<file path="src/rtl/ls_addr_pkg.sv">
package ls_addr_pkg;

  // control bits of one single-register transfer
  typedef struct packed {
    logic pre;      // 1: address = base +/- offset, 0: address = base
    logic up;       // 1: add, 0: subtract
    logic wback;    // writeback request (pre-indexed only)
    logic byte_sel; // byte instead of word
  } xfer_ctl_t;

  localparam int XFER_CTL_W = $bits(xfer_ctl_t);

endpackage

</file>
<file path="src/rtl/ls_offset_adder.sv">
module ls_offset_adder #(
  parameter int W          = 32,
  parameter bit INVERT_ADD = 1'b1
) (
  input  logic [W-1:0] base,
  input  logic [W-1:0] offset,
  input  logic         up,
  output logic [W-1:0] result
);

  generate
    if (INVERT_ADD) begin : g_single_adder
      // one carry chain: base + ~offset + 1 when subtracting
      logic [W-1:0] opnd;
      always_comb begin
        opnd   = up ? offset : ~offset;
        result = base + opnd + {{(W-1){1'b0}}, ~up};
      end
    end else begin : g_dual_adder
      logic [W-1:0] sum_add;
      logic [W-1:0] sum_sub;
      always_comb begin
        sum_add = base + offset;
        sum_sub = base - offset;
        result  = up ? sum_add : sum_sub;
      end
    end
  endgenerate

endmodule

</file>
<file path="src/rtl/ls_wb_policy.sv">
module ls_wb_policy #(
  parameter int IDX_W  = 4,
  parameter int PC_IDX = 15
) (
  input  logic [IDX_W-1:0] base_idx,
  input  logic             pre,
  input  logic             wback,
  output logic             wb_req
);

  localparam logic [IDX_W-1:0] PC_CODE = IDX_W'(PC_IDX);

  logic mode_wants_wb;
  logic idx_is_pc;

  always_comb begin
    // post-indexing always updates; pre-indexing only on request
    mode_wants_wb = !pre || wback;
    idx_is_pc     = (base_idx == PC_CODE);
    wb_req        = mode_wants_wb && !idx_is_pc;
  end

endmodule

</file>
<file path="src/rtl/ls_hold_stage.sv">
module ls_hold_stage #(
  parameter int PW = 8
) (
  input  logic          clk,
  input  logic          rst_n,
  input  logic          in_valid,
  output logic          in_ready,
  input  logic [PW-1:0] in_data,
  output logic          out_valid,
  input  logic          out_ready,
  output logic [PW-1:0] out_data
);

  logic take;

  always_comb begin
    in_ready = !out_valid || out_ready;
    take     = in_valid && in_ready;
  end

  always_ff @(posedge clk) begin
    if (!rst_n) begin
      out_valid <= 1'b0;
      out_data  <= '0;
    end else begin
      if (in_ready) out_valid <= in_valid;
      if (take)     out_data  <= in_data;
    end
  end


  stall_hold_chk: assert property (@(posedge clk) disable iff (!rst_n)
    (out_valid && !out_ready) |=> (out_valid && $stable(out_data)));


  ready_when_empty_chk: assert property (@(posedge clk) disable iff (!rst_n)
    !out_valid |-> in_ready);

endmodule

</file>
<file path="src/rtl/ls_addr_unit.sv">
module ls_addr_unit
  import ls_addr_pkg::*;
#(
  parameter int DATA_W     = 32,
  parameter int BUS_AW     = 26,
  parameter int IDX_W      = 4,
  parameter int PC_IDX     = 15,
  parameter int WORD_BYTES = 4,
  parameter bit INVERT_ADD = 1'b1
) (
  input  logic              clk,
  input  logic              rst_n,
  input  logic              req_valid,
  output logic              req_ready,
  input  logic [DATA_W-1:0] req_base,
  input  logic [DATA_W-1:0] req_offset,
  input  logic [IDX_W-1:0]  req_base_idx,
  input  logic              req_pre,
  input  logic              req_up,
  input  logic              req_wback,
  input  logic              req_byte,
  output logic              mem_valid,
  input  logic              mem_ready,
  output logic [BUS_AW-1:0] mem_addr,
  output logic              mem_byte,
  output logic              mem_misalign,
  output logic [DATA_W-1:0] acc_addr,
  output logic              wb_en,
  output logic [IDX_W-1:0]  wb_idx,
  output logic [DATA_W-1:0] wb_value
);

  localparam int ALIGN_W = $clog2(WORD_BYTES);
  // payload: eff addr, byte, misalign, wb request, idx, new base
  localparam int PW = DATA_W + 1 + 1 + 1 + IDX_W + DATA_W;

  xfer_ctl_t         ctl;
  logic [DATA_W-1:0] moved_base;
  logic [DATA_W-1:0] eff_addr;
  logic              wb_req;
  logic              misalign;
  logic [PW-1:0]     pay_in;
  logic [PW-1:0]     pay_out;
  logic              held_wb;

  always_comb begin
    ctl.pre      = req_pre;
    ctl.up       = req_up;
    ctl.wback    = req_wback;
    ctl.byte_sel = req_byte;
  end

  ls_offset_adder #(
    .W          (DATA_W),
    .INVERT_ADD (INVERT_ADD)
  ) i_adder (
    .base   (req_base),
    .offset (req_offset),
    .up     (ctl.up),
    .result (moved_base)
  );

  ls_wb_policy #(
    .IDX_W  (IDX_W),
    .PC_IDX (PC_IDX)
  ) i_policy (
    .base_idx (req_base_idx),
    .pre      (ctl.pre),
    .wback    (ctl.wback),
    .wb_req   (wb_req)
  );

  always_comb begin
    eff_addr = ctl.pre ? moved_base : req_base;
    misalign = !ctl.byte_sel && (|eff_addr[ALIGN_W-1:0]);
    pay_in   = {eff_addr, ctl.byte_sel, misalign, wb_req, req_base_idx, moved_base};
  end

  ls_hold_stage #(
    .PW (PW)
  ) i_hold (
    .clk       (clk),
    .rst_n     (rst_n),
    .in_valid  (req_valid),
    .in_ready  (req_ready),
    .in_data   (pay_in),
    .out_valid (mem_valid),
    .out_ready (mem_ready),
    .out_data  (pay_out)
  );

  always_comb begin
    {acc_addr, mem_byte, mem_misalign, held_wb, wb_idx, wb_value} = pay_out;
    mem_addr = acc_addr[BUS_AW-1:0];
    wb_en    = mem_valid && mem_ready && held_wb;
  end


  no_pc_writeback_chk: assert property (@(posedge clk) disable iff (!rst_n)
    wb_en |-> (wb_idx != IDX_W'(PC_IDX)));


  byte_never_misaligned_chk: assert property (@(posedge clk) disable iff (!rst_n)
    mem_misalign |-> !mem_byte);


  no_wb_while_stalled_chk: assert property (@(posedge clk) disable iff (!rst_n)
    (mem_valid && !mem_ready) |-> !wb_en);


  bus_addr_slice_chk: assert property (@(posedge clk) disable iff (!rst_n)
    mem_valid |-> (mem_addr == acc_addr[BUS_AW-1:0]));

endmodule

</file>
<file path="config.mk">
export PLATFORM = sky130hd
export DESIGN_NAME = ls_addr_unit
export DESIGN_NICKNAME = d
export VERILOG_FILES = /design/src/rtl/ls_addr_pkg.sv /design/src/rtl/ls_offset_adder.sv /design/src/rtl/ls_wb_policy.sv /design/src/rtl/ls_hold_stage.sv /design/src/rtl/ls_addr_unit.sv
export SDC_FILE = /design/constraint.sdc
export NUM_CORES = 1
export LEC_CHECK = 0
export BUFFER_PORTS_ARGS = -buffer_cell sky130_fd_sc_hd__buf_2
export CORE_MARGIN = 1.5
export CORE_UTILIZATION = 45
export DETAILED_ROUTE_END_ITERATION = 10
export PLACE_DENSITY = 0.72
export SETUP_SLACK_MARGIN = 0.05
export SYNTH_ARGS = -nofsm -noshare
export SYNTH_HDL_FRONTEND = slang
export SYNTH_SLANG_ARGS = --single-unit
</file>
<file path="constraint.sdc">
create_clock -name clk -period 4.07 [get_ports clk]
set_clock_uncertainty 0.05 [all_clocks]
set_input_delay 0.2035 -clock clk [delete_from_list [all_inputs] [get_ports clk]]
set_output_delay 0.2035 -clock clk [all_outputs]
set_load 0.05 [all_outputs]
</file>
==> metrics.yaml <==
hp-class: "in2reg"
ys_seq_area_share_pct: 26.3
multi_input_area_um2: 3130
wl_per_cell_um: 15.3
track_usage_pct: 21.5
arrival_ns: 3.40
synth.area.top_cells: "dfxtp_1, buf_4, xnor2_1"
synth_edf_count: 0
clk_path_buf_depth: 2
postSynthCellCount: 678
ys_seq_elements: 72
fp.coreArea_um2: 12000
drc: 0
min_period_ns: 3.23
synth_area_per_cell_um2: 8.08
die_height_um: 113
p_per_area_nw_per_um2: 485
vias: 4750
tightest_slew_ns: 1.02
fmax_mhz: 309
async_flop_share_pct: 0
num_rows: 40
overflow: 0
synthFlopType: "dfxtp_1"
timing.slew.headroom_pct: 32.1
nNetsFinal: 846
first_global_vias: 4459
place_hpwl_um: 10400
crit_fanout: 15
avgViaCountPerCell: 5.34
clk_pin_slew_worst_paths_ns: 0.06
synth_area_um2: 5480
drv_cap: 0
dieArea_um2: 12800
syn-num-nets: 788
p_leak_nw: 2.90
yosys.area.top_type: "dfxtp_1"
cts.sinks: 72
run_status: "completed"
grt_pass1_wl_um: 22000
dr.pass1.iters: 5
fillers: 1190
cts_max_level: 3
setup-violations-final: 0
die-width_um: 113
portBuffers: 174
insertion_delay_ns: 0.33
final_common_cell: "buf_2"
yosysUniqueCellTypes: 57
grt_setup_unrepaired: "no"
slew_violations: 0
timing.final.crit_share_pct: 79.4
peakVddDrop_uv: 214
drive_gt1_share_pct: 28.7
p_total_mw: 2.93
cts_setup_buffers: 0
seqCellArea_um2: 1440
pin_count: 175
critical_path_class: "in2reg"
grt_max_degree: 67
antenna_left: 0
ys_warn_count: 0
finalWirelength_um: 13600
start_util_pct: 45.8
critPathLaunchType: "input port"
area_delta_synth_final_pct: 10.3
netlist.area_leader.share_pct: 26.3
cts_made_buffers: 9
cp.required_ns: 4.24
layout_common_cells: "buf_2, nand2_1, dfxtp_1, a21oi_1, xnor2_1"
cts-root-buf: "clkbuf_16"
cts_hold_buffers: 0
grtUsageMet3_pct: 4.61
gp_congestion: 0.921
critPathCaptureType: "register"
use_met2_pct: 34.0
drt_iter0_markers: 254
hold_viol: 0
antenna_found_initial: 1
busiest_layer: "met2"
cts_tree: "done"
grtUsageMet1_pct: 28.9
cts-resized-gates: 0
fin_setup_tns_ns: 0
## cells by family after synthesis
family	after synthesis	share of synthesized area (%)
buffers and inverters	149	16.7
and+or+nand+nor	168	13.5
DFF	72	26.3
AOI/OAI and AO/OA	166	20.6
xor gates and xnor gates	60	9.59
muxes	29	5.41
adders and majority gates	34	7.90
## metal layers
layer / wire length [um] / vias up / part of all wire [%]
li1: - / 2385 / -
met1: 6370 / 2178 / 47
met2: 6170 / 170 / 45
met3: 823 / 17 / 6.0
met4: 269 / 0 / 2.0
met5: 0 / - / 0
## synth_stat cells (10+ instances only)
library cell  count
a21oi_1          63
mux2i_1          27
xor2_1           10
inv_1            18
nand3_1          11
a31oi_1          14
dfxtp_1          72
a211oi_1         20
a21o_1           14
xnor2_1          50
buf_4            94
ha_1             33
nor2_1           35
clkbuf_1         28
nand2_1          83
o21ai_0          22
## registers in the layout, summed over array words and instances, names as in the netlist
signal            flops
i_hold.out_valid      1
i_hold.out_data      71
## where the power goes
group          total (mW)  internal, mW  switching, mW  leakage, nW
logic                1.24         0.387          0.854         2.15
clock network       0.856         0.553          0.302        0.160
registers           0.835         0.787         0.0479        0.595
total                2.93          1.73           1.20         2.90
## worst paths after layout
kind | from | to | slack (ns) | depth (start not counted)
worst min-delay path | req_base_idx[1] | i_hold.out_data[33] | 0.07 | 3
worst max register to register | i_hold.out_valid | i_hold.out_data[45] | 2.09 | 5
worst max-delay path | req_up | i_hold.out_data[67] | 0.84 | 13
worst min register to register | i_hold.out_data[33] | i_hold.out_data[33] | 0.40 | 2
## metrics by stage
step / instances / worst slack [ns] / cell area [um2] / hold slack (ns) / utilization [%]
2_1_floorplan: 678 / 0.618 / 5480 / 0.283 / -
3_3_place_gp: 872 / 0.651 / 5720 / 0.389 / 47.8
3_5_place_dp: 872 / 0.565 / 5720 / 0.394 / 47.8
6_report: 889 / 0.838 / 6050 / 0.0665 / 50.5
4_1_cts: 888 / 0.854 / 6040 / 0.0590 / 50.5
5_1_grt: 889 / 0.678 / 6050 / 0.0786 / 50.5
## worst max-delay path, cell delays in order
cell and delay (ns):
buf_2 0.38, xnor2_1 0.21, inv_1 0.09, fa_1 0.44
and2b_1 0.28, o21bai_4 0.08, a31oi_4 0.24, a31o_4 0.20
a21oi_2 0.10, o41ai_4 0.43, mux2i_1 0.30, a31oi_1 0.10
a311o_1 0.32
## final cells by class
| type | count | area share (%) |
|---|---|---|
| multi-input combinational | 457 | 51.7 |
| sequential | 72 | 23.8 |
| timing repair buffer | 178 | 14.9 |
| clock buffer | 11 | 4.01 |
| tap | 147 | 3.04 |
| clock inverter | 5 | 1.30 |
| inverter | 18 | 1.12 |
| antenna | 1 | 0.0414 |
No activity file was read; power rests on OpenSTA's default activity.
